**config.mk**
```make
export PLATFORM = sky130hd
export DESIGN_NAME = cmp_pulse_timer
export DESIGN_NICKNAME = d
export VERILOG_FILES = /design/src/rtl/cpt_pkg.sv /design/src/rtl/cpt_tick_gen.sv /design/src/rtl/cpt_count_core.sv /design/src/rtl/cpt_flag_unit.sv /design/src/rtl/cmp_pulse_timer.sv
export SDC_FILE = /design/constraint.sdc
export NUM_CORES = 1
export LEC_CHECK = 0
export ABC_AREA = 1
export CAP_MARGIN = 40
export CORE_ASPECT_RATIO = 1.5
export CORE_MARGIN = 4
export CORE_UTILIZATION = 37
export CTS_BUF_LIST = sky130_fd_sc_hd__clkbuf_16
export DETAILED_ROUTE_END_ITERATION = 6
export DONT_BUFFER_PORTS = 1
export HOLD_SLACK_MARGIN = 0.08
export RECOVER_POWER = 100
export SYNTH_ARGS = -nofsm -noshare
export SYNTH_HDL_FRONTEND = slang
export SYNTH_SLANG_ARGS = --single-unit
export TNS_END_PERCENT = 5
```
**constraint.sdc**
```tcl
create_clock -name clk -period 4.2 [get_ports clk]
set_input_delay 0.84 -clock clk [delete_from_list [all_inputs] [get_ports clk]]
set_output_delay 0.84 -clock clk [all_outputs]
set_load 0.01 [all_outputs]
```
**src/rtl/cpt_pkg.sv**
```systemverilog
package cpt_pkg;

    typedef enum logic {
        SRC_DIV2 = 1'b0,
        SRC_EXT  = 1'b1
    } tick_src_e;

    localparam int unsigned NUM_EVT = 2;
    localparam int unsigned EVT_CMP = 0;
    localparam int unsigned EVT_OVF = 1;

    typedef logic [NUM_EVT-1:0] evt_vec_t;

endpackage

```
**src/rtl/cpt_tick_gen.sv**
```systemverilog
module cpt_tick_gen
    import cpt_pkg::*;
(
    input  logic clk,
    input  logic rst_n,
    input  logic enable,
    input  logic tick_sel,
    input  logic ext_tick,
    output logic tick
);

    typedef struct packed {
        logic phase;
    } tg_state_t;

    tg_state_t st_d, st_q;
    tick_src_e src;

    always_comb begin
        src      = tick_src_e'(tick_sel);
        st_d     = st_q;
        st_d.phase = enable ? ~st_q.phase : 1'b0;
        unique case (src)
            SRC_DIV2: tick = enable & st_q.phase;
            SRC_EXT:  tick = enable & ext_tick;
            default:  tick = 1'b0;
        endcase
    end

    always_ff @(posedge clk or negedge rst_n) begin
        if (!rst_n) st_q <= '0;
        else        st_q <= st_d;
    end

    // the divided source never ticks on two clocks in a row
    assert_div_alternate_R2: assert property (@(posedge clk) disable iff (!rst_n)
        (enable && tick_sel == 1'b0 && tick) |=> !(tick && tick_sel == 1'b0));

endmodule

```
**src/rtl/cpt_count_core.sv**
```systemverilog
module cpt_count_core
    import cpt_pkg::*;
#(
    parameter int unsigned CNT_W = 24
) (
    input  logic             clk,
    input  logic             rst_n,
    input  logic             enable,
    input  logic             tick,
    input  logic [CNT_W-1:0] load_value,
    input  logic [CNT_W-1:0] compare_value,
    input  logic             reload_en,
    output logic [CNT_W-1:0] count,
    output logic             pulse,
    output evt_vec_t         evt
);

    localparam logic [CNT_W-1:0] CNT_MAX = {CNT_W{1'b1}};

    typedef struct packed {
        logic [CNT_W-1:0] cnt;
        logic             run;
        logic             loaded;
        logic             reload_due;
        logic             pulse;
    } core_state_t;

    core_state_t      st_d, st_q;
    logic [CNT_W:0]   inc_w;
    logic             hit;
    logic             wrap;

    always_comb begin
        st_d  = st_q;
        hit   = 1'b0;
        wrap  = 1'b0;
        inc_w = {1'b0, st_q.cnt} + {{CNT_W{1'b0}}, 1'b1};
        st_d.run = enable;
        if (!enable) begin
            st_d.loaded     = 1'b0;
            st_d.reload_due = 1'b0;
            st_d.pulse      = 1'b0;
        end else if (!st_q.run) begin
            st_d.cnt        = '0;
            st_d.loaded     = 1'b0;
            st_d.reload_due = 1'b0;
            st_d.pulse      = 1'b0;
        end else if (tick) begin
            if (!st_q.loaded || st_q.reload_due) begin
                st_d.cnt    = load_value;
                st_d.loaded = 1'b1;
            end else begin
                st_d.cnt = inc_w[CNT_W-1:0];
                wrap     = inc_w[CNT_W];
            end
            hit             = (st_d.cnt == compare_value);
            st_d.pulse      = hit;
            st_d.reload_due = hit & reload_en;
        end
    end

    always_ff @(posedge clk or negedge rst_n) begin
        if (!rst_n) st_q <= '0;
        else        st_q <= st_d;
    end

    always_comb begin
        count        = st_q.cnt;
        pulse        = st_q.pulse;
        evt          = '0;
        evt[EVT_CMP] = hit;
        evt[EVT_OVF] = wrap;
    end

    // a fresh enable clears the counter
    assert_start_clear_R1: assert property (@(posedge clk) disable iff (!rst_n)
        (enable && !st_q.run) |=> (count == '0));

    // the first tick after start loads the start value
    assert_first_load_R1: assert property (@(posedge clk) disable iff (!rst_n)
        (enable && st_q.run && tick && !st_q.loaded) |=> (count == $past(load_value)));

    // a wrap only comes from the all-ones value
    assert_wrap_source_R7: assert property (@(posedge clk) disable iff (!rst_n)
        wrap |-> (st_q.cnt == CNT_MAX));

    // disabled timer holds its count
    assert_hold_off_R10: assert property (@(posedge clk) disable iff (!rst_n)
        !enable |=> $stable(count));

    // a pulse lasts one tick unless that tick matches again
    assert_pulse_one_tick_R5: assert property (@(posedge clk) disable iff (!rst_n)
        (st_q.pulse && enable && tick && !hit) |=> !pulse);

endmodule

```
**src/rtl/cpt_flag_unit.sv**
```systemverilog
module cpt_flag_unit
    import cpt_pkg::*;
(
    input  logic     clk,
    input  logic     rst_n,
    input  evt_vec_t evt,
    input  evt_vec_t clr,
    input  evt_vec_t irq_en,
    output evt_vec_t flag,
    output evt_vec_t irq
);

    typedef struct packed {
        evt_vec_t flag;
    } fl_state_t;

    fl_state_t st_d, st_q;

    always_comb begin
        st_d = st_q;
        for (int i = 0; i < NUM_EVT; i++) begin
            st_d.flag[i] = (st_q.flag[i] & ~clr[i]) | evt[i];
        end
    end

    always_ff @(posedge clk or negedge rst_n) begin
        if (!rst_n) st_q <= '0;
        else        st_q <= st_d;
    end

    assign flag = st_q.flag;
    assign irq  = st_q.flag & irq_en;

    for (genvar g = 0; g < NUM_EVT; g++) begin : g_chk
        // a flag stays set until its clear strobe
        assert_sticky_R8: assert property (@(posedge clk) disable iff (!rst_n)
            (flag[g] && !clr[g]) |=> flag[g]);
        // an event wins over a simultaneous clear
        assert_set_wins_R8: assert property (@(posedge clk) disable iff (!rst_n)
            evt[g] |=> flag[g]);
    end

endmodule

```
**src/rtl/cmp_pulse_timer.sv**
```systemverilog
module cmp_pulse_timer
    import cpt_pkg::*;
#(
    parameter int unsigned CNT_W = 24
) (
    input  logic             clk,
    input  logic             rst_n,
    input  logic             enable,
    input  logic             tick_sel,
    input  logic             ext_tick,
    input  logic [CNT_W-1:0] load_value,
    input  logic [CNT_W-1:0] compare_value,
    input  logic             reload_en,
    input  logic             invert,
    input  logic             cmp_irq_en,
    input  logic             ovf_irq_en,
    input  logic             cmp_clr,
    input  logic             ovf_clr,
    output logic             pulse_out,
    output logic             cmp_flag,
    output logic             ovf_flag,
    output logic             cmp_irq,
    output logic             ovf_irq,
    output logic [CNT_W-1:0] count
);

    logic     tick;
    logic     pulse;
    evt_vec_t evt, clr_v, ien_v, flag_v, irq_v;

    cpt_tick_gen u_tick (
        .clk      (clk),
        .rst_n    (rst_n),
        .enable   (enable),
        .tick_sel (tick_sel),
        .ext_tick (ext_tick),
        .tick     (tick)
    );

    cpt_count_core #(.CNT_W(CNT_W)) u_core (
        .clk           (clk),
        .rst_n         (rst_n),
        .enable        (enable),
        .tick          (tick),
        .load_value    (load_value),
        .compare_value (compare_value),
        .reload_en     (reload_en),
        .count         (count),
        .pulse         (pulse),
        .evt           (evt)
    );

    always_comb begin
        clr_v          = '0;
        ien_v          = '0;
        clr_v[EVT_CMP] = cmp_clr;
        clr_v[EVT_OVF] = ovf_clr;
        ien_v[EVT_CMP] = cmp_irq_en;
        ien_v[EVT_OVF] = ovf_irq_en;
    end

    cpt_flag_unit u_flags (
        .clk    (clk),
        .rst_n  (rst_n),
        .evt    (evt),
        .clr    (clr_v),
        .irq_en (ien_v),
        .flag   (flag_v),
        .irq    (irq_v)
    );

    assign pulse_out = invert ^ pulse;
    assign cmp_flag  = flag_v[EVT_CMP];
    assign ovf_flag  = flag_v[EVT_OVF];
    assign cmp_irq   = irq_v[EVT_CMP];
    assign ovf_irq   = irq_v[EVT_OVF];

    // once disabled, the pin rests at the idle level
    assert_idle_pin_R10: assert property (@(posedge clk) disable iff (!rst_n)
        !enable |=> (pulse_out == invert));

    // no interrupt request without its enable
    assert_irq_gate_R9: assert property (@(posedge clk) disable iff (!rst_n)
        !(cmp_irq && !cmp_irq_en) && !(ovf_irq && !ovf_irq_en));

endmodule

```
Word level (Yosys, flattened, before mapping):

Index checks and enable logic that the tools add are counted.

* output and inout port bits: 29
* register bits: 31
* word-level logic and storage cells: 48

* reduce and logical (&&, ||, !) cells: 4
* equality and inequality tests: 4
* bitwise logic cells: 13
* $add $sub $neg: 1
* mux-type cells: 19

Operators by type and width (count)
* 2-to-1 mux 24 bit: 6
* adder 24 x 1 -> 25 bit, second input constant: 1
* == test 24 bit: 1
* 2-to-1 mux 1 bit: 9
* 2-to-1 mux 3 bit: 3
* inequality test 3 bit, second input constant: 2
* AND 1 bit: 5
* NOT 1 bit: 4
* AND reduction 2 bit: 2
* AND 2 bit: 1
* inequality test 2 bit, second input constant: 1
* OR 1 bit: 2
* case mux 1 bit (2 select lines): 1
* logical NOT 1 bit: 1
* logical OR 1 bit: 1
* bitwise XOR 1 bit: 1

Longest topological paths before layout:

Gate-level depths: netlist of run 1.

* word-level depth: 11
* gate-level depth with buffers: 17
* gate-level depth less buffers: 17

By module:

From an unflattened synthesis of run 1, not the netlist that was laid out.

* cell total of the unflattened synthesis: 508
* area, all modules: 3083.0 um2

Modules (own cells, without submodules)
* cpt_count_core: cells an instance 481, instances 1, area each 2917.8 um2
* cpt_flag_unit: cells an instance 14, instances 1, area each 95.1 um2
* cpt_tick_gen: cells an instance 8, instances 1, area each 51.3 um2
* cmp_pulse_timer: cells an instance 5, instances 1, area each 18.8 um2

Worst setup path before layout of run 1:

Ideal clock, no wire load.

* kind: input -> register
* start: in tick_sel
* end: reg u_flags.st_q (netlist bit u_flags.flag[0])
* data required time: 4.126 ns
* path buffers: 0
* setup time: 0.074 ns
* stages on the path: 13
* path slack: 2.158 ns
* arrival: 1.968 ns
* cells stage by stage: or2_1 > nand3_1 > nor2_2 > nand2_1 > nor2_1 > nand3_1 > nor2_1 > nand2_1 > nor2_1 > nand2_1 > nor2_1 > nand2_1 > o21ai_2

RTL lines
* from (decl): RTL line cmp_pulse_timer.sv:9 `input logic tick_sel,`
* to (signal assigned): RTL line cpt_flag_unit.sv:28 `else st_q <= st_d;`
* to (decl): RTL line cpt_flag_unit.sv:17 `fl_state_t st_d, st_q;`

==> flow_summary.yaml, run 1 <==
cells_and_area:
  drive_above_1_share_pct: 10.8
  final_common_cell: "nand2_1"
  multi_input_area_mm2: 0.00160
  insertedDiodeCount: 0
  finalNetCount: 485
  area_growth_pct: 1.34
  fill_cells: 838
  layout_common_cells: "nand2_1, inv_1, nand3_1"
  register_area_um2: 776
setup_path:
  crit_buf_inv: 0
  cp_cell_sequence: "ha_1, nand2_1, nor2_1, nand2_1, nor2_4, nand2_1, nand2_1, nand2_1, nand3b_1, nand3_1, nor2_1, nand2_1, nor2_2, nand2_1, o21ai_0"
  slowest_stage: "dfrtp_1"
  cp-start-kind: "register"
  rr_startpoint: "u_core.count[1]"
  crit_family: "simple AND/OR/NAND/NOR gates"
  critPathRequiredTime_ns: 4.40
  r2r_cells: 15
  rr_endpoint: "u_flags.flag[0]"
  crit_top_cell: "nand2_1"
  reg2reg_slack_ns: 1.63
  cp-startpoint: "u_core.count[1]"
  critPathMaxStageDelay_ns: 0.46
  criticalPathCategory: "reg2reg"
  cp_max_fo: 5
  arrival_ns: 2.76
  endpoint_kind: "register"
die:
  die_w_um: 79.1
  dieHeight_um: 115
  rows: 38
  dieArea_mm2: 0.00907
  initial_core_util_pct: 38.3
  core_mm2: 0.00732
  ios: 88
cts:
  clockBufferDepth: 2
  cts.sinks: 31
  post_cts_resized: 0
  clk_pin_slew_ns: 0.05
  post_cts_buffers: 0
  clkLatencyLatePin_ns: 0.28
  cts_made_buffers: 5
  cts_hold_buf: 0
  htree_levels: 2
  clockRootBuffer: "clkbuf_16"
  cts_tree: "yes"
timing:
  fin_ws_ns: 1.63
  fin_setup_tns_ns: 0
  slew_headroom_pct: 19.8
  fmax_mhz: 390
  fin_skew_ns: 0.00373
  worst_pin_slew_ns: 1.20
  timing.final.crit_share_pct: 61.1
  setup_viol: 0
  hold_viol: 0
  maxSlewViolCount: 0
  min_period_ns: 2.57
  rsz0062_at_grt: "false"
pwr:
  p_sw_share_pct: 32.0
  switching_power_mw: 0.278
  pwr-share-clk_pct: 40.0
  pwr-share-seq_pct: 42.9
  ir_drop_v: 0.000196
  p_int_mw: 0.591
  comb_power_share_pct: 17.1
  leakagePower_nw: 1.32
  power_mw: 0.869
  power.density_mw_per_mm2: 306
hold_path:
  hp-class: "in2async"
synthesis:
  syn-num-nets: 508
  ys_seq_area_share_pct: 27.6
  syn_inst: 448
  synth_area_mm2: 0.00281
  synth-seq-cells: 31
  synthDistinctLibCells: 30
  ys_warn_count: 0
  postSynthAreaPerCell_um2: 6.26
routing:
  firstDrtPassIters: 4
  drt_first_iter_violations: 187
  vias: 2711
  wl_um: 8410
  drtAntennaViolNets: 0
  viasPerCell: 5.16
  drc: 0
  wl_per_cell_um: 16.0
global_routing:
  grt_max_degree: 47
  gr-total-overflow: 0
  antenna_found_initial: 0
  first_global_vias: 2602
  grt_pass1_wl_um: 13100
  grt_usage_pct: 18.7
place:
  portBuffers: 0
  gp_congestion: 0.890
  dp_slack_ns: 1.72
  dp_hpwl_um: 6530
flow_run:
  max_cap_violations: 0
status:
  status: "finished clean"
==> Yosys cell counts (all sizes together) <==
library cell    n  area [um^2]
nand2         162          643
inv            54          203
nand3          43          215
nor2           39          199
dfrtp          31          776
buf            28          200
or2            20          125
o22ai          19          119
o21ai          18         93.8
nand3b         12         90.1
nand4           7         43.8
clkbuf          3         11.3
nor3            3         20.0
a21oi           2         10.0
xor2            2         17.5
a211oi          1         7.51
clkinv          1         3.75
ha              1         12.5
o211ai          1         7.51
xnor2           1         8.76
==> per-layer routing <==
layer,vias to the layer above,GRT usage (%),routed length [um]
li1,1356,-,-
met4,0,7.11,178
met5,-,0,0
met3,14,4.96,660
met1,1246,19.8,3060
met2,95,34.8,4510
==> through the flow <==
step / hold slack (ns) / instance area (um^2) / instances / util, %
2_1_floorplan: 0.395 / 2810 / 448 / -
3_3_place_gp: 0.409 / 2730 / 518 / 37.3
3_5_place_dp: 0.424 / 2730 / 518 / 37.3
4_1_cts: 0.250 / 2860 / 525 / 39.1
5_1_grt: 0.247 / 2840 / 525 / 38.8
6_report: 0.255 / 2840 / 525 / 38.8
==> layout make-up <==
type / count / area share (%)
inverter: 55 / 7.26
multi-input combinational: 331 / 56.2
tap: 100 / 4.40
sequential: 31 / 27.3
clock inverter: 2 / 0.308
timing repair buffer: 1 / 0.132
clock buffer: 5 / 4.40
==> worst max path at each step <==
stage	endpoint	slack, ns	depth (start not counted)
after detailed placement	u_core.pulse	1.72	15
after global placement	u_flags.flag[0]	1.75	15
after global routing	u_flags.flag[0]	1.32	17
after floorplan	u_flags.flag[0]	2.16	13
final	u_flags.flag[0]	1.63	15
after CTS	u_flags.flag[0]	1.70	15
==> cells by family after synthesis <==
group | share of synthesized area, %
and+or+nand+nor | 47.6
AOI/OAI and AO/OA | 8.47
adders and majority gates | 0.446
xor gates and xnor gates | 0.936
buffers and inverters | 14.9
DFF | 27.6
==> registers in the layout (all words and copies together) (netlist names) <==
| register | cells |
|---|---|
| u_core.count | 24 |
| u_core.pulse | 1 |
| u_tick.st_q | 1 |
| u_core.st_q | 3 |
| u_flags.flag | 2 |
==> power by group through the flow <==
stage | clock [mW] | combinational (mW) | sequential [mW]
after floorplan | 0 | 0.163 | 0.351
after global placement | 0 | 0.147 | 0.379
after detailed placement | 0 | 0.149 | 0.379
after CTS | 0.353 | 0.150 | 0.374
after global routing | 0.365 | 0.170 | 0.378
final | 0.348 | 0.149 | 0.373
(Power assumes the default switching activity.)
==> run 2: changes to the inputs <==
- clock period: 4.2 -> 2.2 ns (I/O delays scaled with it)
==> flow_summary.yaml, run 2 (synthesis gave the netlist of run 1 again) <==
setup_path:
  cp_max_fo: 5
  critPathRequiredTime_ns: 2.42
  cp_cell_sequence: "ha_2, nand2_2, nor2_4, nand2_4, nor2_4, nand2_1, nand2_1, nand2_1, nand2_2, nand2_1, a21oi_2, nand3_2, nor2_2, nand3_1, nand2_1"
  crit_top_cell: "nand2_1"
  crit_buf_inv: 0
  r2r_cells: 15
  rr_startpoint: "u_core.count[0]"
  slowest_stage: "dfrtp_1"
  critPathMaxStageDelay_ns: 0.35
  endpoint_kind: "register"
  criticalPathCategory: "reg2reg"
  reg2reg_slack_ns: 0.18
  crit_family: "simple AND/OR/NAND/NOR gates"
  rr_endpoint: "u_core.st_q[1]"
  cp-start-kind: "register"
  arrival_ns: 2.23
cells_and_area:
  multi_input_area_mm2: 0.00171
  drive_above_1_share_pct: 21.9
  area_growth_pct: 11.4
  design_area_mm2: 0.00313
  insertedDiodeCount: 0
  finalNetCount: 509
  fill_cells: 822
  layout_common_cells: "nand2_1, inv_1, nand3_1"
  final_common_cell: "nand2_1"
  largest_reg_flops: 24
  register_area_um2: 786
routing:
  drc: 0
  vias: 2770
  wl_um: 8730
  drt_first_iter_violations: 108
  viasPerCell: 5.05
  wl_per_cell_um: 15.9
  firstDrtPassIters: 5
  drtAntennaViolNets: 0
global_routing:
  grt_use_met3_pct: 4.09
  antenna_found_initial: 0
  gr-total-overflow: 0
  met2_usage_pct: 36.4
  met1_usage_pct: 21.1
  first_global_vias: 2789
  grt_usage_pct: 19.5
  grt_pass1_wl_um: 13700
  grt_max_degree: 32
  busiest_layer: "met2"
place:
  placed_cell_area_mm2: 0.00287
  dp_hpwl_um: 6870
  portBuffers: 0
  dp_slack_ns: 0.108
  gp_congestion: 0.877
cts:
  clockBufferDepth: 2
  cts_made_buffers: 5
  cts.sinks: 31
  clockRootBuffer: "clkbuf_16"
  clkLatencyLatePin_ns: 0.28
  htree_levels: 2
  cts_tree: "yes"
  clk_pin_slew_ns: 0.05
pwr:
  leakagePower_nw: 1.45
  power.density_mw_per_mm2: 550
  ir_drop_v: 0.000292
die:
  dieHeight_um: 115
  die_w_um: 79.1
  rows: 38
  ios: 88
  initial_core_util_pct: 38.3
  core_mm2: 0.00732
  dieArea_mm2: 0.00907
hold_path:
  min_to: "u_core.st_q[3]"
  hp-class: "in2reg"
  hold_depth: 0
  hp-start: "enable"
timing:
  slew_headroom_pct: 44.3
  fin_skew_ns: 0.00486
  timing.final.crit_share_pct: 91.6
  hold_viol: 0
  holdWs_ns: 0.190
  min_period_ns: 2.02
  fmax_mhz: 496
  maxSlewViolCount: 0
  worst_pin_slew_ns: 0.836
  setup_viol: 0
  fin_ws_ns: 0.185
flow_run:
  max_cap_violations: 0
status:
  status: "finished clean"
-- run 2: final cells by class --
class | count | share of cell area (%)
inverters | 55 | 6.69
clock buffers | 5 | 4.00
clock inverters | 1 | 0.120
multi-input cells | 331 | 54.8
repair buffers | 25 | 5.20
well taps | 100 | 4.00
flip-flops and latches | 31 | 25.1
-- run 2: worst max path at each step --
stage                         start         endpoint  slack, ns  cells past startpoint
global route        u_core.count[1]   u_core.st_q[1]      -0.03                     15
finish              u_core.count[0]   u_core.st_q[1]       0.18                     15
detailed placement  u_core.count[4]  u_flags.flag[0]       0.11                     14
floorplan           u_core.count[1]  u_flags.flag[0]       0.42                     15
global placement    u_core.count[4]  u_flags.flag[0]       0.13                     14
CTS                 u_core.count[4]  u_flags.flag[0]       0.09                     14
-- run 2: report_power, final --
group,switching (mW),internal (mW)
Sequential,0.0764,0.617
Combinational,0.232,0.138
Clock,0.253,0.402
Total,0.562,1.16
-- run 2: stage by stage --
stage	cells	power (mW)	setup TNS, ns	util, %
2_1_floorplan	448	0.980	0	-
3_3_place_gp	537	1.05	0	39.2
3_5_place_dp	537	1.05	0	39.2
4_1_cts	545	1.72	0	41.4
5_1_grt	548	1.80	-0.0468	42.7
6_report	548	1.72	0	42.7
-- run 2: what timing repair did --
action,4_1_cts,5_1_grt
endpoints found under the setup margin,0,3
setup buffers,0,3
hold buffers,2,0
endpoints found under the hold margin,31,0
resized for setup,0,41
-- run 2: layer usage --
metal	share of wire (%)	vias up
li1	-	1412
met1	37	1259
met2	53	81
met3	6.6	18
met4	3.0	0
met5	0	-
==> run 3: changes to the inputs <==
- CORE_MARGIN: 4 -> default
==> flow_summary.yaml, run 3 (synthesis gave the netlist of run 1 again) <==
status:
  status: "finished clean"
hold_path:
  hp-class: "in2reg"
place:
  dp_hpwl_um: 6720
  placed_cell_area_mm2: 0.00287
  dp_slack_ns: 0.0478
  portBuffers: 0
  gp_congestion: 0.897
setup_path:
  cp-start-kind: "register"
  criticalPathCategory: "reg2reg"
  critPathMaxStageDelay_ns: 0.35
  arrival_ns: 2.29
  slowest_stage: "dfrtp_1"
  cp_cell_sequence: "ha_2, nand2_2, nor2_4, nand2_4, nor2_4, nand2_1, nand2_1, nand2_1, nand3b_1, nand3_1, nor2_2, nand2_1, nor2_2, nand2_1, o21ai_2"
  critPathRequiredTime_ns: 2.42
  crit_top_cell: "nand2_1"
  endpoint_kind: "register"
  cp_max_fo: 5
routing:
  viasPerCell: 5.12
  wl_per_cell_um: 15.8
  vias: 2788
  firstDrtPassIters: 4
  drc: 0
  drtAntennaViolNets: 0
  drt_first_iter_violations: 153
  wl_um: 8600
global_routing:
  gr-total-overflow: 0
  antenna_found_initial: 0
  grt_max_degree: 32
  grt_usage_pct: 22.8
  first_global_vias: 2829
  grt_pass1_wl_um: 13400
cells_and_area:
  insertedDiodeCount: 0
  largest_reg_flops: 24
  finalNetCount: 504
  design_area_mm2: 0.00309
  final_common_cell: "nand2_1"
  drive_above_1_share_pct: 18.7
  area_growth_pct: 10.1
  layout_common_cells: "nand2_1, inv_1, nand3_1"
  fill_cells: 802
cts:
  cts_tree: "yes"
  clk_pin_slew_ns: 0.06
  cts_made_buffers: 5
  cts.sinks: 31
  clockRootBuffer: "clkbuf_16"
  clkLatencyLatePin_ns: 0.29
  htree_levels: 2
  clockBufferDepth: 2
flow_run:
  max_cap_violations: 0
timing:
  timing.final.crit_share_pct: 94.3
  rsz0062_at_grt: "true"
  fmax_mhz: 482
  fin_ws_ns: 0.125
  maxSlewViolCount: 0
  min_period_ns: 2.08
  slew_headroom_pct: 43.4
  setup_viol: 0
  holdWs_ns: 0.182
  hold_viol: 0
  fin_skew_ns: 0.00620
  worst_pin_slew_ns: 0.848
die:
  core_mm2: 0.00727
  dieHeight_um: 109
  ios: 88
  dieArea_mm2: 0.00794
  initial_core_util_pct: 38.6
  die_w_um: 73.1
  rows: 38
pwr:
  power_mw: 1.76
  power.density_mw_per_mm2: 569
  leakagePower_nw: 1.44
  ir_drop_v: 0.000257
-- run 3: final cells by class --
| type | count | area [um^2] | share of cell area [%] |
|---|---|---|---|
| Multi-Input combinational cell | 331 | 1660 | 53.7 |
| Sequential cell | 31 | 778 | 25.2 |
| Inverter | 55 | 206 | 6.68 |
| Timing Repair Buffer | 20 | 175 | 5.67 |
| Clock buffer | 5 | 125 | 4.05 |
| Tap cell | 100 | 125 | 4.05 |
| Clock inverter | 3 | 20.0 | 0.648 |
-- run 3: critical path, delay by kind of cell (launching register included) --
kind,cells,cell delay [ns]
DFF,1,0.35
AOI/OAI and AO/OA,1,0.06
adders and majority gates,1,0.21
and+or+nand+nor,13,1.41
-- run 3: stage by stage --
stage / cells / utilization [%] / TNS, ns
floorplan: 448 / - / 0
global placement: 534 / 39.5 / 0
detailed placement: 534 / 39.5 / 0
CTS: 544 / 41.9 / 0
global route: 545 / 42.5 / -0.132
finish: 545 / 42.5 / 0
-- run 3: final timing paths --
| path | startpoint | endpoint | slack, ns | cells after the start |
|---|---|---|---|---|
| setup / recovery | u_core.count[1] | u_flags.flag[0] | 0.12 | 15 |
| hold / removal | enable | u_core.st_q[3] | 0.18 | 0 |
| setup reg to reg | u_core.count[1] | u_flags.flag[0] | 0.12 | 15 |
| hold reg to reg | u_tick.st_q | u_tick.st_q | 0.43 | 1 |
| max in group asynchronous | rst_n | u_core.count[2] | 0.83 | 2 |
| min in group asynchronous | rst_n | u_core.count[5] | 0.79 | 2 |
-- run 3: power breakdown --
group          internal (mW)  leakage, nW  switching [mW]
clock                  0.417       0.0658           0.283
sequential             0.614        0.413          0.0743
combinational          0.147        0.961           0.224
-- run 3: per-layer routing --
metal,GRT usage [%],vias to the layer above,wire [um]
li1,-,1406,-
met1,24.4,1283,3240
met2,40.7,83,4540
met3,5.55,16,540
met4,11.8,0,278
met5,0,-,0
-- run 3: timing repair --
item                       4_1_cts  5_1_grt
setup buffers                    0        1
setup endpoints to repair        0        3
gates resized for setup          0       15
hold buffers                     2        0
hold endpoints to repair        31        0
